## config.mk

```make
export PLATFORM = sky130hd
export DESIGN_NAME = ccd_vxfer_seq
export DESIGN_NICKNAME = d
export VERILOG_FILES = /design/src/rtl/ccd_vxfer_seq.sv
export SDC_FILE = /design/constraint.sdc
export NUM_CORES = 1
export LEC_CHECK = 0
export BUFFER_PORTS_ARGS = -buffer_cell sky130_fd_sc_hd__buf_2
export CORE_MARGIN = 2
export CORE_UTILIZATION = 55
export CTS_CLUSTER_DIAMETER = 60
export DETAILED_ROUTE_END_ITERATION = 8
export GPL_TIMING_DRIVEN = 0
export HOLD_SLACK_MARGIN = 0.03
export PLACE_DENSITY = 0.76
export SYNTH_ARGS = -nofsm -noshare
export SYNTH_HDL_FRONTEND = slang
export SYNTH_SLANG_ARGS = --single-unit
export TNS_END_PERCENT = 30
```

## constraint.sdc

```tcl
create_clock -name clk -period 2.75 [get_ports clk]
set_clock_uncertainty 0.05 [all_clocks]
set_input_delay 0.275 -clock clk [delete_from_list [all_inputs] [get_ports clk]]
set_output_delay 0.275 -clock clk [all_outputs]
set_load 0.1 [all_outputs]
```

## src/rtl/ccd_vxfer_seq.sv

```systemverilog
module ccd_vxfer_seq #(
  parameter int CYC_2U6 = 26,
  parameter int CYC_5U2 = 52,
  parameter int CYC_1U4 = 14,
  parameter int CYC_4U6 = 46,
  parameter int CYC_2U8 = 28,
  parameter int ROWS    = 330
) (
  input  logic clk,
  input  logic rst_n,
  input  logic start,
  input  logic mode_mpp,
  input  logic bin_2x,
  output logic busy,
  output logic done,
  output logic frame_done,
  output logic hclk_en,
  output logic xfer_gate,
  output logic vph1,
  output logic vph2,
  output logic vph3
);
  localparam int M1   = (CYC_2U6 > CYC_5U2) ? CYC_2U6 : CYC_5U2;
  localparam int M2   = (M1 > CYC_1U4) ? M1 : CYC_1U4;
  localparam int M3   = (M2 > CYC_4U6) ? M2 : CYC_4U6;
  localparam int CMAX = (M3 > CYC_2U8) ? M3 : CYC_2U8;
  localparam int CW   = $clog2(CMAX + 1);
  localparam int RW   = $clog2(ROWS + 1);
  localparam int ROWS_BIN = ROWS / 2;

  logic          busy_q, done_q, frame_q, mpp_q, bin_q, pass_q;
  logic [3:0]    s_q;
  logic [CW-1:0] cnt_q, dur;
  logic [RW-1:0] row_q;
  logic [3:0]    s_rest;
  logic          step_end, in_seq, last_pass;
  logic [RW-1:0] row_goal;

  assign s_rest    = mpp_q ? 4'd8 : 4'd9;
  assign step_end  = busy_q && (cnt_q == dur - 1'b1);
  assign in_seq    = busy_q && (s_q != s_rest);
  assign last_pass = !bin_q || pass_q;
  assign row_goal  = bin_q ? RW'(ROWS_BIN) : RW'(ROWS);

  always_comb begin
    dur = CW'(CYC_2U6);
    if (mpp_q) begin
      case (s_q)
        4'd1:    dur = CW'(CYC_5U2);
        4'd4:    dur = CW'(CYC_2U8);
        4'd5:    dur = CW'(CYC_4U6);
        default: dur = CW'(CYC_2U6);
      endcase
    end else begin
      case (s_q)
        4'd3:       dur = CW'(CYC_5U2);
        4'd4, 4'd5: dur = CW'(CYC_1U4);
        4'd6:       dur = CW'(CYC_4U6);
        default:    dur = CW'(CYC_2U6);
      endcase
    end
  end

  always_ff @(posedge clk or negedge rst_n) begin
    if (!rst_n) begin
      busy_q <= 1'b0; done_q <= 1'b0; frame_q <= 1'b0;
      mpp_q  <= 1'b0; bin_q  <= 1'b0; pass_q  <= 1'b0;
      s_q    <= '0;   cnt_q  <= '0;   row_q   <= '0;
    end else begin
      done_q <= 1'b0;
      if (!busy_q) begin
        if (start) begin
          busy_q  <= 1'b1;
          s_q     <= '0;
          cnt_q   <= '0;
          mpp_q   <= mode_mpp;
          bin_q   <= bin_2x;
          pass_q  <= 1'b0;
          frame_q <= 1'b0;
        end
      end else if (step_end) begin
        cnt_q <= '0;
        if (s_q == s_rest) begin
          if (last_pass) begin
            busy_q <= 1'b0;
            done_q <= 1'b1;
            if (row_q + 1'b1 >= row_goal) begin
              row_q   <= '0;
              frame_q <= 1'b1;
            end else begin
              row_q <= row_q + 1'b1;
            end
          end else begin
            pass_q <= 1'b1;
            s_q    <= '0;
          end
        end else begin
          s_q <= s_q + 1'b1;
        end
      end else begin
        cnt_q <= cnt_q + 1'b1;
      end
    end
  end

  always_comb begin
    hclk_en   = 1'b1;
    xfer_gate = 1'b1;
    vph1      = !mpp_q;
    vph2      = !mpp_q;
    vph3      = 1'b0;
    if (in_seq) begin
      if (mpp_q) begin
        hclk_en   = !(s_q <= 4'd6);
        xfer_gate = !(s_q == 4'd6 || s_q == 4'd7);
        vph1      = (s_q >= 4'd4 && s_q <= 4'd7);
        vph2      = (s_q >= 4'd1 && s_q <= 4'd2);
        vph3      = (s_q >= 4'd2 && s_q <= 4'd4);
      end else begin
        hclk_en   = !(s_q <= 4'd7);
        xfer_gate = !(s_q == 4'd7 || s_q == 4'd8);
        vph1      = !(s_q >= 4'd1 && s_q <= 4'd3);
        vph2      = !(s_q >= 4'd3 && s_q <= 4'd5);
        vph3      = (s_q >= 4'd2 && s_q <= 4'd4);
      end
    end
  end

  assign busy       = busy_q;
  assign done       = done_q;
  assign frame_done = frame_q;

  logic [4:0] lev;
  assign lev = {hclk_en, xfer_gate, vph1, vph2, vph3};

  p_idle_rest_r1: assert property (@(posedge clk) disable iff (!rst_n)
    !busy |-> (hclk_en && xfer_gate));
  p_single_edge_r2: assert property (@(posedge clk) disable iff (!rst_n)
    (busy && $past(busy) && !mpp_q) |-> ($countones(lev ^ $past(lev)) <= 1));
  p_tg_under_hold_r4: assert property (@(posedge clk) disable iff (!rst_n)
    $fell(xfer_gate) |-> !hclk_en);
  p_mode_frozen_r5: assert property (@(posedge clk) disable iff (!rst_n)
    (busy && $past(busy)) |-> ($stable(mpp_q) && $stable(bin_q)));
  p_frame_with_done_r7: assert property (@(posedge clk) disable iff (!rst_n)
    $rose(frame_done) |-> done);
  p_done_pulse_r8: assert property (@(posedge clk) disable iff (!rst_n)
    done |=> !done);
  p_done_on_fall_r8: assert property (@(posedge clk) disable iff (!rst_n)
    $fell(busy) |-> done);
endmodule

```

# After elaboration in Yosys (flattened, before gate mapping)
# Cells that the tools add are included.
# word_totals
wordCells	108
output_inout_bits	8
register_bits	25
# classes
order_cmp	11
bitwise	1
n_reduce_logical	25
eq_ne	16
n_addsub	4
muxes	42
# op_table
op	n
6-bit one-hot mux with 3 select lines	2
1-bit 2-to-1 mux	29
6-bit 2-to-1 mux	4
4-bit 2-to-1 mux	5
9-bit 2-to-1 mux	2
4-bit by 3-bit == test with 1-bit output, second input constant	4
4-bit by 3-bit less-or-equal comparator with 1-bit output, second input constant	4
9-bit by 1-bit adder with 9-bit output, second input constant	1
9-bit >= comparator	1
4-bit by 2-bit >= comparator with 1-bit output, second input constant	2
4-bit by 2-bit less-or-equal comparator with 1-bit output, second input constant	2
1-bit logical NOT	8
2-bit by 1-bit != test with 1-bit output, second input constant	4
4-bit AND reduction	2
1-bit logical AND	7
6-bit by 1-bit adder with 6-bit output, second input constant	1
6-bit == test	1
6-bit by 1-bit subtractor with 6-bit output, second input constant	1
5-bit AND reduction	1
4-bit by 1-bit adder with 4-bit output, second input constant	1
4-bit by 1-bit == test with 1-bit output, second input constant	1
4-bit by 2-bit == test with 1-bit output, second input constant	1
4-bit == test	1
4-bit == test, second input constant	1
11 further kinds	13

# Longest topological paths before layout
# Gate-level depths: netlist (run 1).
# logic_depth
word_depth	9
ltp_mapped	12

# Worst setup path after synthesis (run 1)
# No wires, ideal clock.
# synth_path
kind	register to output
from	register s_q[1]
to	output vph2
arrival_time_ps	3351
path_buffers	1
setup_slack_ps	-926
required_time_ps	2425
stages_incl_launch_ff	7
cell_sequence	dfrtp_1 -> clkbuf_1 -> inv_1 -> ha_1 -> o21ai_0 -> a21oi_1 -> o21ai_0
# synth_between
elab_chain_cells	5
word_cells_on_any_way	11
cone_classes	order compare (4); eq/ne (1); mux (2); reduce/logical (4)
# synth_lines
element	line	text
start, declared	32	logic [3:0] s_q;
start signal, assigned	98	s_q <= s_q + 1'b1;
4-bit by 2-bit >= comparator with 1-bit output or 4-bit by 3-bit less-or-equal comparator with 1-bit output (tied branches)	123	vph2 = !(s_q >= 4'd3 && s_q <= 4'd5);
1-bit logical AND	123	
1-bit logical NOT	123	
1-bit 2-to-1 mux	113	if (mpp_q) begin
1-bit 2-to-1 mux *	112	if (in_seq) begin
end, declared	20	output logic vph2,
# Every way passes the cells marked *; elsewhere a longest branch is shown, timed or not.

# Worst setup path after layout (run 1)
# layout_path
from	register s_q[0]
to	register s_q[2]
# layout_between
elab_chain_cells	9
word_cells_on_any_way	20
cone_classes	add/sub (2); eq/ne (9); mux (6); reduce/logical (3)
# layout_lines
element	line	text
4-bit by 3-bit == test with 1-bit output	48, 55	
2-bit OR reduction	55	case (s_q)
6-bit one-hot mux with 3 select lines	55	
6-bit 2-to-1 mux	47	if (mpp_q) begin
6-bit by 1-bit subtractor with 6-bit output	40	assign step_end = busy_q && (cnt_q == dur - 1'b1);
6-bit == test	40	
1-bit logical AND	40	
2-bit by 1-bit != test with 1-bit output (no source line)	-	
3-bit AND reduction (no source line)	-	
# Parallel ways exist; a longest one is shown, timed or not. The select of a mux whose other input is x is not followed.
# A chain may end at the register's enable or synchronous reset.

==> summary.txt, run 1 <==
Power and ir drop
  – Pwr/cell area: slightly below 800 mW/mm^2
  – Clock power frac: 11.6%
  – Sw Ratio: 46.0%
  – Combinational share of power: 59.2%
  – Sequential Power Share: 29.3%
  – Switch Pwr: about 900 uW
  – P_leak: 1.08 nW
  – Internal Pwr Total: around 1.0 mW
  – Worst VDD drop: around 400 uV

Floorplanning
  – Die Width: about 65 um
  – Top Ports: 13
  – Die extent in y: 64.6 um
  – Die Area: 0.00418 mm^2
  – Std-Cell Core Area: 0.00361 mm^2
  – Initial core utilization: 56.0%
  – FP Rows: 22

Global route
  – Largest net degree at the start of global routing: 26
  – Vias in the first global route: 1594
  – Grt total ovfl: 0
  – Antenna violations before repair: 0
  – Tot GR Track Use: 22.9%
  – First-pass GRT wire length: around 7500 um

Finish
  – Nets: 280
  – ANT cells: 0
  – Synthesis-to-finish area growth: 22.7%
  – Fillcell total: 304
  – Share of cells above drive strength 1: roughly 28%

CTS
  – TritonCTS clock tree: built
  – Clock Latency Late Sink: 0.28 ns
  – Htree depth: 1
  – Total CTS buffers: 3
  – Clock transition at path regs: 0.08 ns
  – Root Buffer: clkbuf_8
  – CTS Buffer Depth: 2
  – CTS sink count: 25

Worst setup path
  – Delay-heaviest family, CP: simple AND/OR/NAND/NOR gates
  – CP peak stage delay: 0.49 ns
  – R2r setup slk: 0.04 ns
  – CP endpoint kind: flip-flop
  – Arr. time, crit path: 2.88 ns
  – Critical Path RT: 2.92 ns
  – Worst Path Buf+Inv: 3
  – Worst-path maximum fanout: 7
  – Crit-path slowest cell: or4b_1
  – Crit path top cell by count: buf_6
  – CP cell instances: buf_6 > inv_4 > ha_4 > mux2i_2 > o211a_1 > a2111oi_4 > or4b_1 > buf_6 > or4_1 > nand2_1
  – Crit path kind: flip-flop to flip-flop
  – CP startpoint kind: flip-flop

Detailed routing
  – Post-DRT Antenna Nets: 0
  – DR vias/cell: 6.17
  – 1st-pass router iterations: 4
  – Total length of routed wires: 5060 um
  – # DRC: 0
  – WL/cell: 16.5 um
  – Via count: 1893
  – Iter 0 DRT Violations: around 160

Timing
  – Tcrit/Tclk final: 98.6%
  – PnR worst setup slack: 0.0373 ns
  – Slew Viols, Final: 0
  – Worst Max-Slew Pin Slew: 0.583 ns
  – RSZ-0062 raised after global routing: true
  – Slew margin rel.: between 60% and 70%
  – Post-route minimum period: 2.71 ns
  – Final Hold Fails: 0
  – Final setup fails: 0
  – WHS: around 0.18 ns
  – Fmax: 369 MHz

Placement
  – Post-Place Worst Slack: -0.400 ns
  – HPWL Detailed: 3230 um
  – Final GP Congestion: 0.843
  – # port buffers: 12

Yosys
  – Mux cell area share after synthesis: 2.60%
  – Ys Warns: 0
  – Xor and xnor fraction of the mapped netlist area: 3.90%
  – Count leader, synth: dfrtp_1
  – Largest cells by area after synthesis: dfrtp_1, ha_1, o21ai_0, xnor2_1, nand2_1
  – Post-synthesis sequential area ratio: between 30% and 40%
  – Post-synth EDFFs: 0
  – Cell taking the most area after synthesis: dfrtp_1
  – Synth Flop Type: dfrtp_1
  – Mapped cell area: a little over 0.002 mm^2
  – Post-synth top cells: dfrtp_1, o21ai_0, ha_1
  – Simple-gate portion of the synthesized area: 23.4%
  – Distinct cells, synth: 59
  – Main combinational cell family by area after synthesis: compound AO/OA/AOI/OAI gates
  – Post-Synthesis Cells: 230
  – Syn avg cell area: 8.79 um^2
  – Fraction of the mapped netlist area in adder cells: 9.29%
  – Post-synthesis net count: 250
  – Post-synth ARST share: 100%
  – Post-synth top area share: a little under a third
  – Yosys reg bits: 25
  – Compound-Gate Fraction of Synth Area: 23.5%

Run status
  – Run status: finished, final reports clean

Hold path
  – Hold Crit Class: primary input to flip-flop

Run
  – Max-cap violation count: 0
==> sequential cells by signal, indices dropped and copies added, names as in the netlist <==
name,cells
bin_q,1
busy,1
cnt_q,6
done,1
frame_done,1
mpp_q,1
pass_q,1
row_q,9
s_q,4
==> through the flow <==
stage	cell area (um^2)	TNS [ns]	std cells	total power, mW	utilization [%]
after floorplan	2030	-0.208	230	1.25	-
after global placement	2150	-6.30	290	1.43	59.5
after detailed placement	2150	-6.31	290	1.44	59.5
after CTS	2260	-0.0238	297	1.72	62.8
after global routing	2480	-0.263	307	2.04	68.8
final	2480	0	307	1.91	68.8
==> cell families (layout without fill, tap and decap cells) <==
family | Yosys count | count (layout)
DFF | 25 | 25
buffers and inverters | 28 | 56
and+or+nand+nor | 83 | 83
adders and majority gates | 15 | 15
AOI/OAI and AO/OA | 65 | 66
xor gates and xnor gates | 9 | 9
muxes | 5 | 5
==> worst paths after layout <==
path | from | to | cells past startpoint
min reg2reg | frame_done | frame_done | 2
min | bin_2x | bin_q | 2
max | s_q[0] | s_q[2] | 10
max in group asynchronous | rst_n | row_q[2] | 2
max reg2reg | s_q[0] | s_q[2] | 10
min in group asynchronous | rst_n | s_q[2] | 2
==> layer usage <==
layer	global-route usage (%)	routed length (um)	vias to the layer above
met5	0	0	-
met1	30.8	2270	937
li1	-	-	917
met3	2.43	123	7
met2	38.8	2600	32
met4	7.45	71	0
==> area by class of cell <==
type	instances	area (um^2)	area share, %
multi-input combinational	178	1430	57.8
buffer	11	78.8	3.18
clock inverter	1	5.00	0.202
tap	48	60.1	2.42
inverter	14	57.6	2.32
sequential	25	629	25.4
clock buffer	3	41.3	1.66
timing repair buffer	27	175	7.06
==> layout by cell type, fill, tap and decap left out, types with 5 or more instances in the layout <==
cell / Yosys / layout
nand3_1: 10 / 8
a21oi_1: 6 / 6
nand2_1: 14 / 14
dfrtp_1: 25 / 22
nor2_1: 13 / 13
xnor2_1: 7 / 5
buf_2: 6 / 17
o211ai_1: 6 / 6
ha_1: 15 / 11
nand4_1: 5 / 5
inv_1: 13 / 11
o21ai_0: 19 / 13
buf_4: 0 / 14
and2_1: 5 / 6
==> worst register-to-register path: cells and delay by family (launching register included) <==
family,cells,cell delay (ns)
simple gates,3,0.99
compound gates,2,0.62
flops,1,0.41
buf+inv,3,0.35
fa+ha+maj,1,0.15
mux,1,0.09
==> what timing repair did <==
| action | 4_1_cts | 5_1_grt |
|---|---|---|
| hold buffers | 1 | 0 |
| pin swaps | 5 | 8 |
| setup endpoints to repair | 22 | 21 |
| hold endpoints to repair | 25 | 0 |
| gates resized for setup | 13 | 32 |
| gates cloned | 1 | 0 |
| setup buffers | 2 | 12 |
==> power groups by stage <==
stage	Sequential, mW	Clock, mW	Combinational [mW]
finish	0.559	0.221	1.13
floorplan	0.560	0	0.694
global placement	0.559	0	0.868
CTS	0.549	0.225	0.944
global route	0.572	0.241	1.23
detailed placement	0.560	0	0.884
Power figures use the tool's default switching activity.
==> inputs of run 2 (changes only) <==
--- a/config.mk
+++ b/config.mk
@@ -5,6 +5,7 @@
 export SDC_FILE = /design/constraint.sdc
 export NUM_CORES = 1
 export LEC_CHECK = 0
+export ABC_AREA = 1
 export BUFFER_PORTS_ARGS = -buffer_cell sky130_fd_sc_hd__buf_2
 export CORE_MARGIN = 2
 export CORE_UTILIZATION = 55
==> run 2 against run 1 <==
- sequential power is 9.7% lower
- worst hold slack worse by 0.056 ns
- synthesized cell count is 14% higher
- count of clock-buffer cells in the layout stayed put
- largest power group unchanged
==> summary.txt, run 2 <==
Floorplanning
  – Std-Cell Core Area: 0.00339 mm^2 (was 0.00361 mm^2)
  – FP Rows: 21 (was 22)
  – Die extent in y: 63.9 um (was 64.6 um)
  – Initial core utilization: 58.1% (was 56.0%)
  – Die Area: 0.00408 mm^2 (was 0.00418 mm^2)
  – Die Width: 63.9 um (was 64.6 um)
  – Top Ports: 13 (unchanged)

Detailed routing
  – DR vias/cell: 5.29 (was 6.17)
  – Via count: 1730 (was 1893)
  – Total length of routed wires: 3840 um (was 5060 um)
  – WL/cell: 11.7 um (was 16.5 um)
  – Post-DRT Antenna Nets: 0 (unchanged)
  – Iter 0 DRT Violations: 68 (was 163)
  – # DRC: 0 (unchanged)
  – 1st-pass router iterations: 4 (unchanged)

Global route
  – Largest net degree at the start of global routing: 26 (unchanged)
  – Grt total ovfl: 0 (unchanged)
  – Antenna violations before repair: 0 (unchanged)
  – Tot GR Track Use: 21.3% (was 22.9%)
  – First-pass GRT wire length: 7110 um (was 7480 um)
  – Vias in the first global route: 1641 (was 1594)

Placement
  – Final GP Congestion: 0.862 (was 0.843)
  – # port buffers: 12 (unchanged)
  – HPWL Detailed: 3040 um (was 3230 um)
  – Placed Cells: 321 (was 290)

Power and ir drop
  – Combinational share of power: 53.9% (was 59.2%)
  – Switch Pwr: 722 uW (was 880 uW)
  – Total power: 1.46 mW (was 1.91 mW)
  – P_leak: 1.16 nW (was 1.08 nW)
  – Worst VDD drop: 323 uV (was 401 uV)
  – Sw Ratio: 49.5% (was 46.0%)
  – Clock power frac: 11.4% (was 11.6%)
  – Internal Pwr Total: 735 uW (was 1.03 mW)
  – Sequential Power Share: 34.7% (was 29.3%)
  – Pwr/cell area: 674 mW/mm^2 (was 771 mW/mm^2)

Yosys
  – Largest cells by area after synthesis: dfrtp_1, nand2_1, ha_1, nand3_1, inv_1 (was dfrtp_1, ha_1, o21ai_0, xnor2_1, nand2_1)
  – Post-synth ARST share: 100% (unchanged)
  – Post-synth top cells: nand2_1, inv_1, nand3_1 (was dfrtp_1, o21ai_0, ha_1)
  – Mapped cell area: 0.00197 mm^2 (was 0.00202 mm^2)
  – Post-Synthesis Cells: 263 (was 230)
  – Ys Warns: 0 (unchanged)
  – Cell taking the most area after synthesis: dfrtp_1 (unchanged)
  – Distinct cells, synth: 33 (was 59)
  – Post-synth top area share: 31.7% (was 31.0%)
  – Post-synthesis net count: 283 (was 250)
  – Post-synth EDFFs: 0 (unchanged)
  – Syn avg cell area: 7.49 um^2 (was 8.79 um^2)
  – Yosys reg bits: 25 (unchanged)
  – Count leader, synth: nand2_1 (was dfrtp_1)
  – Post-synthesis sequential area ratio: 31.7% (was 31.0%)
  – Synth Flop Type: dfrtp_1 (unchanged)

CTS
  – CTS sink count: 25 (unchanged)
  – Total CTS buffers: 3 (unchanged)
  – TritonCTS clock tree: built (unchanged)
  – Root Buffer: clkbuf_4 (was clkbuf_8)
  – Clock transition at path regs: 0.15 ns (was 0.08 ns)
  – CTS Buffer Depth: 2 (unchanged)
  – Clock Latency Late Sink: 0.33 ns (was 0.28 ns)
  – Htree depth: 1 (unchanged)

Worst setup path
  – Crit path kind: flip-flop to output port (was flip-flop to flip-flop)
  – CP endpoint kind: output port (was flip-flop)
  – Arr. time, crit path: 2.33 ns (was 2.88 ns)
  – Worst-path maximum fanout: 6 (was 7)
  – CP startpoint kind: flip-flop (unchanged)
  – Worst Reg-to-Reg Cells: 14 (was 10)
  – Critical Path RT: 2.42 ns (was 2.92 ns)

Finish
  – Share of cells above drive strength 1: 17.8% (was 27.8%)
  – Commonest non-fill, non-tap cells in the layout: nand2_1, inv_1, nand3_1 (was dfrtp_1, buf_2, nand2_1, buf_4)
  – Nets: 302 (was 280)
  – Synthesis-to-finish area growth: 9.71% (was 22.7%)
  – Most common cell after layout, fill and taps aside: nand2_1 (was dfrtp_1)
  – Top reg by flops: row_q (unchanged)
  – Utilization after layout: 63.8% (was 68.8%)
  – Max FFs per register: 9 (unchanged)
  – Biggest regs: row_q (9), cnt_q (6), s_q (4) (unchanged)
  – ANT cells: 0 (unchanged)
  – Layout Cells excl Fill: 327 (was 307)

Hold path
  – Hold Crit Class: primary input to flip-flop (unchanged)
  – Hold Crit Depth: 3 (was 2)

Timing
  – Worst Max-Slew Pin Slew: 0.536 ns (was 0.583 ns)
  – RSZ-0062 raised after global routing: true (unchanged)
  – Slew margin rel.: 64.3% (was 61.1%)
  – Post-route minimum period: 2.65 ns (was 2.71 ns)
  – Final Hold Fails: 0 (unchanged)
  – Tcrit/Tclk final: 96.5% (was 98.6%)
  – Final setup fails: 0 (unchanged)
  – Slew Viols, Final: 0 (unchanged)
  – Setup TNS: 0 ns (unchanged)
  – Fmax: 377 MHz (was 369 MHz)

Run status
  – Run status: finished, final reports clean (unchanged)

Run
  – Max-cap violation count: 0 (unchanged)
## run 2: cell count changes after synthesis, moves of 5 or more
cell and delta:
nand2_1 +46, nand3_1 +19, inv_1 +17, o21ai_0 -13, xor2_1 +10, nor2_1 +7, buf_2 -6, nand2_2 +6
and2_1 -5, o22ai_1 +5
## run 2: layout make-up
class,instances,area [um^2]
inverter,35,134
sequential,25,626
fill,316,1230
buffer,7,60.1
tap,46,57.6
timing repair buffer,14,82.6
clock inverter,1,7.51
multi-input combinational,196,1170
clock buffer,3,22.5
## run 2: worst paths after layout
kind	endpoint	slack (ns)	from
max reg2reg	row_q[6]	0.27	row_q[1]
max in group asynchronous	s_q[1]	1.89	rst_n
min reg2reg	pass_q	0.44	pass_q
max	vph1	0.1	s_q[3]
min in group asynchronous	row_q[2]	0.38	rst_n
min	mpp_q	0.13	mode_mpp
## run 2: stage by stage
step	area, um^2	setup slack (ns)	hold slack (ns)
5_1_grt	2160	-0.117	0.114
3_5_place_dp	2100	0.0853	0.237
4_1_cts	2150	0.0540	0.132
6_report	2160	0.0951	0.127
2_1_floorplan	1980	-0.0554	-0.0706
3_3_place_gp	2100	0.133	0.240
## run 2: what timing repair did
| item | in CTS | in global routing |
|---|---|---|
| cloned | 0 | 0 |
| hold buffers | 1 | 0 |
| resized for setup | 2 | 4 |
| buffers inserted | 0 | 1 |
| hold endpoints to repair | 25 | 0 |
| endpoints found under the setup margin | 2 | 12 |
## run 2: kinds of logic (layout without fill, tap and decap cells)
| logic type | after synthesis | after routing | share of synthesized area [%] |
|---|---|---|---|
| adders and majority gates | 15 | 15 | 9.52 |
| and+or+nand+nor | 139 | 139 | 34.0 |
| xor gates and xnor gates | 15 | 15 | 6.67 |
| buffers and inverters | 42 | 60 | 9.84 |
| DFF | 25 | 25 | 31.7 |
| AOI/OAI and AO/OA | 27 | 27 | 8.25 |
## run 2: per-layer routing
| metal | up-vias | wire (um) | GRT usage, % |
|---|---|---|---|
| li1 | 903 | - | - |
| met1 | 808 | 1980 | 30.1 |
| met2 | 13 | 1760 | 34.0 |
| met3 | 6 | 75 | 4.40 |
| met4 | 0 | 27 | 3.80 |
| met5 | - | 0 | 0 |
## run 2: power by group through the flow
stage / Sequential, mW / Clock (mW) / Combinational [mW]
after floorplan: 0.499 / 0 / 0.654
after global placement: 0.508 / 0 / 0.760
after detailed placement: 0.513 / 0 / 0.775
after CTS: 0.505 / 0.171 / 0.788
after global routing: 0.514 / 0.190 / 0.874
final: 0.505 / 0.166 / 0.785
## run 2: critical path, stage by stage, from the launching register on
cell and delay [ns]:
dfrtp_1 0.54, inv_4 0.09, nor4_2 0.46, nor2_1 0.18
inv_1 0.23, nor2_1 0.08, a22oi_2 0.12, buf_4 0.31
==> inputs of run 3 (changes only) <==
--- a/config.mk
+++ b/config.mk
@@ -7,6 +7,7 @@
 export LEC_CHECK = 0
 export ABC_AREA = 1
 export BUFFER_PORTS_ARGS = -buffer_cell sky130_fd_sc_hd__buf_2
+export CORE_ASPECT_RATIO = 0.8
 export CORE_MARGIN = 2
 export CORE_UTILIZATION = 55
 export CTS_CLUSTER_DIAMETER = 60
@@ -14,6 +15,7 @@
 export GPL_TIMING_DRIVEN = 0
 export HOLD_SLACK_MARGIN = 0.03
 export PLACE_DENSITY = 0.76
+export REMOVE_ABC_BUFFERS = 1
 export SYNTH_ARGS = -nofsm -noshare
 export SYNTH_HDL_FRONTEND = slang
 export SYNTH_SLANG_ARGS = --single-unit
==> run 3 against run 2 <==
- die area is essentially flat
- total power is 2.9% higher
- count of clock-buffer cells in the layout unchanged
- wire length increased by 5.9%
- combinational power fell by 3.8%
- worst hold slack better by 0.081 ns
- register-to-register slack worse by 0.08 ns
- critical endpoint is now s_q[2]
==> summary.txt, run 3 (same netlist as run 2, synthesis figures left out) <==
Run status
  – Run status: finished, final reports clean (unchanged)

CTS
  – Htree depth: 1 (unchanged)
  – CTS Buffer Depth: 2 (unchanged)
  – TritonCTS clock tree: built (unchanged)
  – Root Buffer: clkbuf_8 (was clkbuf_4)
  – CTS sink count: 25 (unchanged)
  – Total CTS buffers: 3 (unchanged)
  – Clock transition at path regs: 0.09 ns (was 0.15 ns)
  – Clock Latency Late Sink: 0.28 ns (was 0.33 ns)

Detailed routing
  – WL/cell: 12.8 um (was 11.7 um)
  – Total length of routed wires: 4060 um (was 3840 um)
  – DR vias/cell: 5.31 (was 5.29)
  – Iter 0 DRT Violations: 135 (was 68)
  – # DRC: 0 (unchanged)
  – 1st-pass router iterations: 4 (unchanged)
  – Post-DRT Antenna Nets: 0 (unchanged)
  – Via count: 1687 (was 1730)

Placement
  – # port buffers: 12 (unchanged)
  – Final GP Congestion: 0.795 (was 0.862)
  – HPWL Detailed: 3040 um (about the same)

Global route
  – Grt total ovfl: 0 (unchanged)
  – Tot GR Track Use: 21.3% (about the same)
  – Antenna violations before repair: 0 (unchanged)
  – Vias in the first global route: 1569 (was 1641)
  – First-pass GRT wire length: 7030 um (was 7110 um)
  – Largest net degree at the start of global routing: 26 (unchanged)

Timing
  – Slew margin rel.: 62.7% (was 64.3%)
  – Setup TNS: 0 ns (unchanged)
  – Final setup fails: 0 (unchanged)
  – RSZ-0062 raised after global routing: false (was true)
  – Post-route minimum period: 2.56 ns (was 2.65 ns)
  – WHS: 0.208 ns (was 0.127 ns)
  – Final Hold Fails: 0 (unchanged)
  – Tcrit/Tclk final: 92.9% (was 96.5%)
  – Fmax: 391 MHz (was 377 MHz)
  – Slew Viols, Final: 0 (unchanged)
  – Worst Max-Slew Pin Slew: 0.560 ns (was 0.536 ns)

Finish
  – Share of cells above drive strength 1: 17.0% (was 17.8%)
  – Synthesis-to-finish area growth: 8.57% (was 9.71%)
  – Commonest non-fill, non-tap cells in the layout: nand2_1, inv_1, nand3_1 (unchanged)
  – Biggest regs: row_q (9), cnt_q (6), s_q (4) (unchanged)
  – Most common cell after layout, fill and taps aside: nand2_1 (unchanged)
  – ANT cells: 0 (unchanged)
  – Nets: 297 (was 302)
  – Max FFs per register: 9 (unchanged)
  – Top reg by flops: row_q (unchanged)

Power and ir drop
  – Pwr/cell area: 700 mW/mm^2 (was 674 mW/mm^2)
  – Worst VDD drop: 495 uV (was 323 uV)
  – P_leak: 1.15 nW (was 1.16 nW)

Floorplanning
  – Initial core utilization: 57.6% (was 58.1%)
  – FP Rows: 19 (was 21)
  – Std-Cell Core Area: 0.00342 mm^2 (was 0.00339 mm^2)
  – Die Area: 0.00408 mm^2 (about the same)
  – Die Width: 70.9 um (was 63.9 um)
  – Top Ports: 13 (unchanged)
  – Die extent in y: 57.5 um (was 63.9 um)

Worst setup path
  – Crit path kind: flip-flop to flip-flop (was flip-flop to output port)
  – Critical Path RT: 2.87 ns (was 2.42 ns)
  – Arr. time, crit path: 2.67 ns (was 2.33 ns)
  – CP endpoint kind: flip-flop (was output port)
  – CP startpoint kind: flip-flop (unchanged)
  – Worst-path maximum fanout: 13 (was 6)

Run
  – Max-cap violation count: 0 (unchanged)

Hold path
  – Hold Crit Class: primary input to flip-flop (unchanged)
## run 3: cell types whose count changed in the layout (fill, tap and decap cells not counted), sizes merged
cell,before,now
buf,18,13
## run 3: area by class of cell
class,count,area [um^2]
Fill cell,322,1280
Multi-Input combinational cell,196,1180
Sequential cell,25,627
Inverter,35,134
Timing Repair Buffer,16,97.6
Tap cell,42,52.6
Clock buffer,3,41.3
Clock inverter,1,7.51
## run 3: power breakdown
group	internal, mW	total (mW)	switching, mW
Combinational	0.233	0.755	0.522
Clock	0.103	0.223	0.120
Sequential	0.427	0.521	0.0935
## run 3: path summary, 6_finish.rpt
check,depth (start not counted),end,startpoint,slack (ns)
max,12,s_q[2],s_q[1],0.19
min,3,bin_q,bin_2x,0.21
max reg2reg,12,s_q[2],s_q[1],0.19
min reg2reg,2,pass_q,pass_q,0.44
max in group asynchronous,2,row_q[0],rst_n,1.79
min in group asynchronous,2,row_q[3],rst_n,0.46
## run 3: metrics by stage
stage	util [%]	cell area (um^2)	setup slack, ns	std cells	total power, mW
2_1_floorplan	-	1910	-0.770	256	1.13
3_5_place_dp	59.1	2020	0.0543	310	1.26
3_3_place_gp	59.1	2020	0.0897	310	1.24
6_report	62.5	2140	0.194	318	1.50
4_1_cts	60.8	2080	0.0301	315	1.49
5_1_grt	62.5	2140	0.00820	318	1.61
## run 3: metal layers
layer | global-route usage [%] | vias up | part of all wire (%)
met4 | 3.23 | 0 | 0
met5 | 0 | - | 0
li1 | - | 889 | -
met3 | 3.71 | 0 | 4.0
met2 | 32.7 | 35 | 44
met1 | 32.3 | 763 | 52
## run 3: critical path, stage by stage (launching register included)
cell and delay [ns]:
dfrtp_1 0.51, inv_1 0.21, ha_1 0.26, nand3_2 0.16, nand3_1 0.14, nand2_1 0.07, xor2_1 0.14, nor2_1 0.20
nand4_4 0.18, nand2_4 0.18, nand3_1 0.16, nand2_1 0.13, nand2_1 0.06
## run 3: what timing repair did
item / CTS / global route
hold endpoints to repair: 25 / 0
buffers inserted: 0 / 3
hold buffers: 1 / 0
gates resized for setup: 0 / 10
setup endpoints to repair: 0 / 15
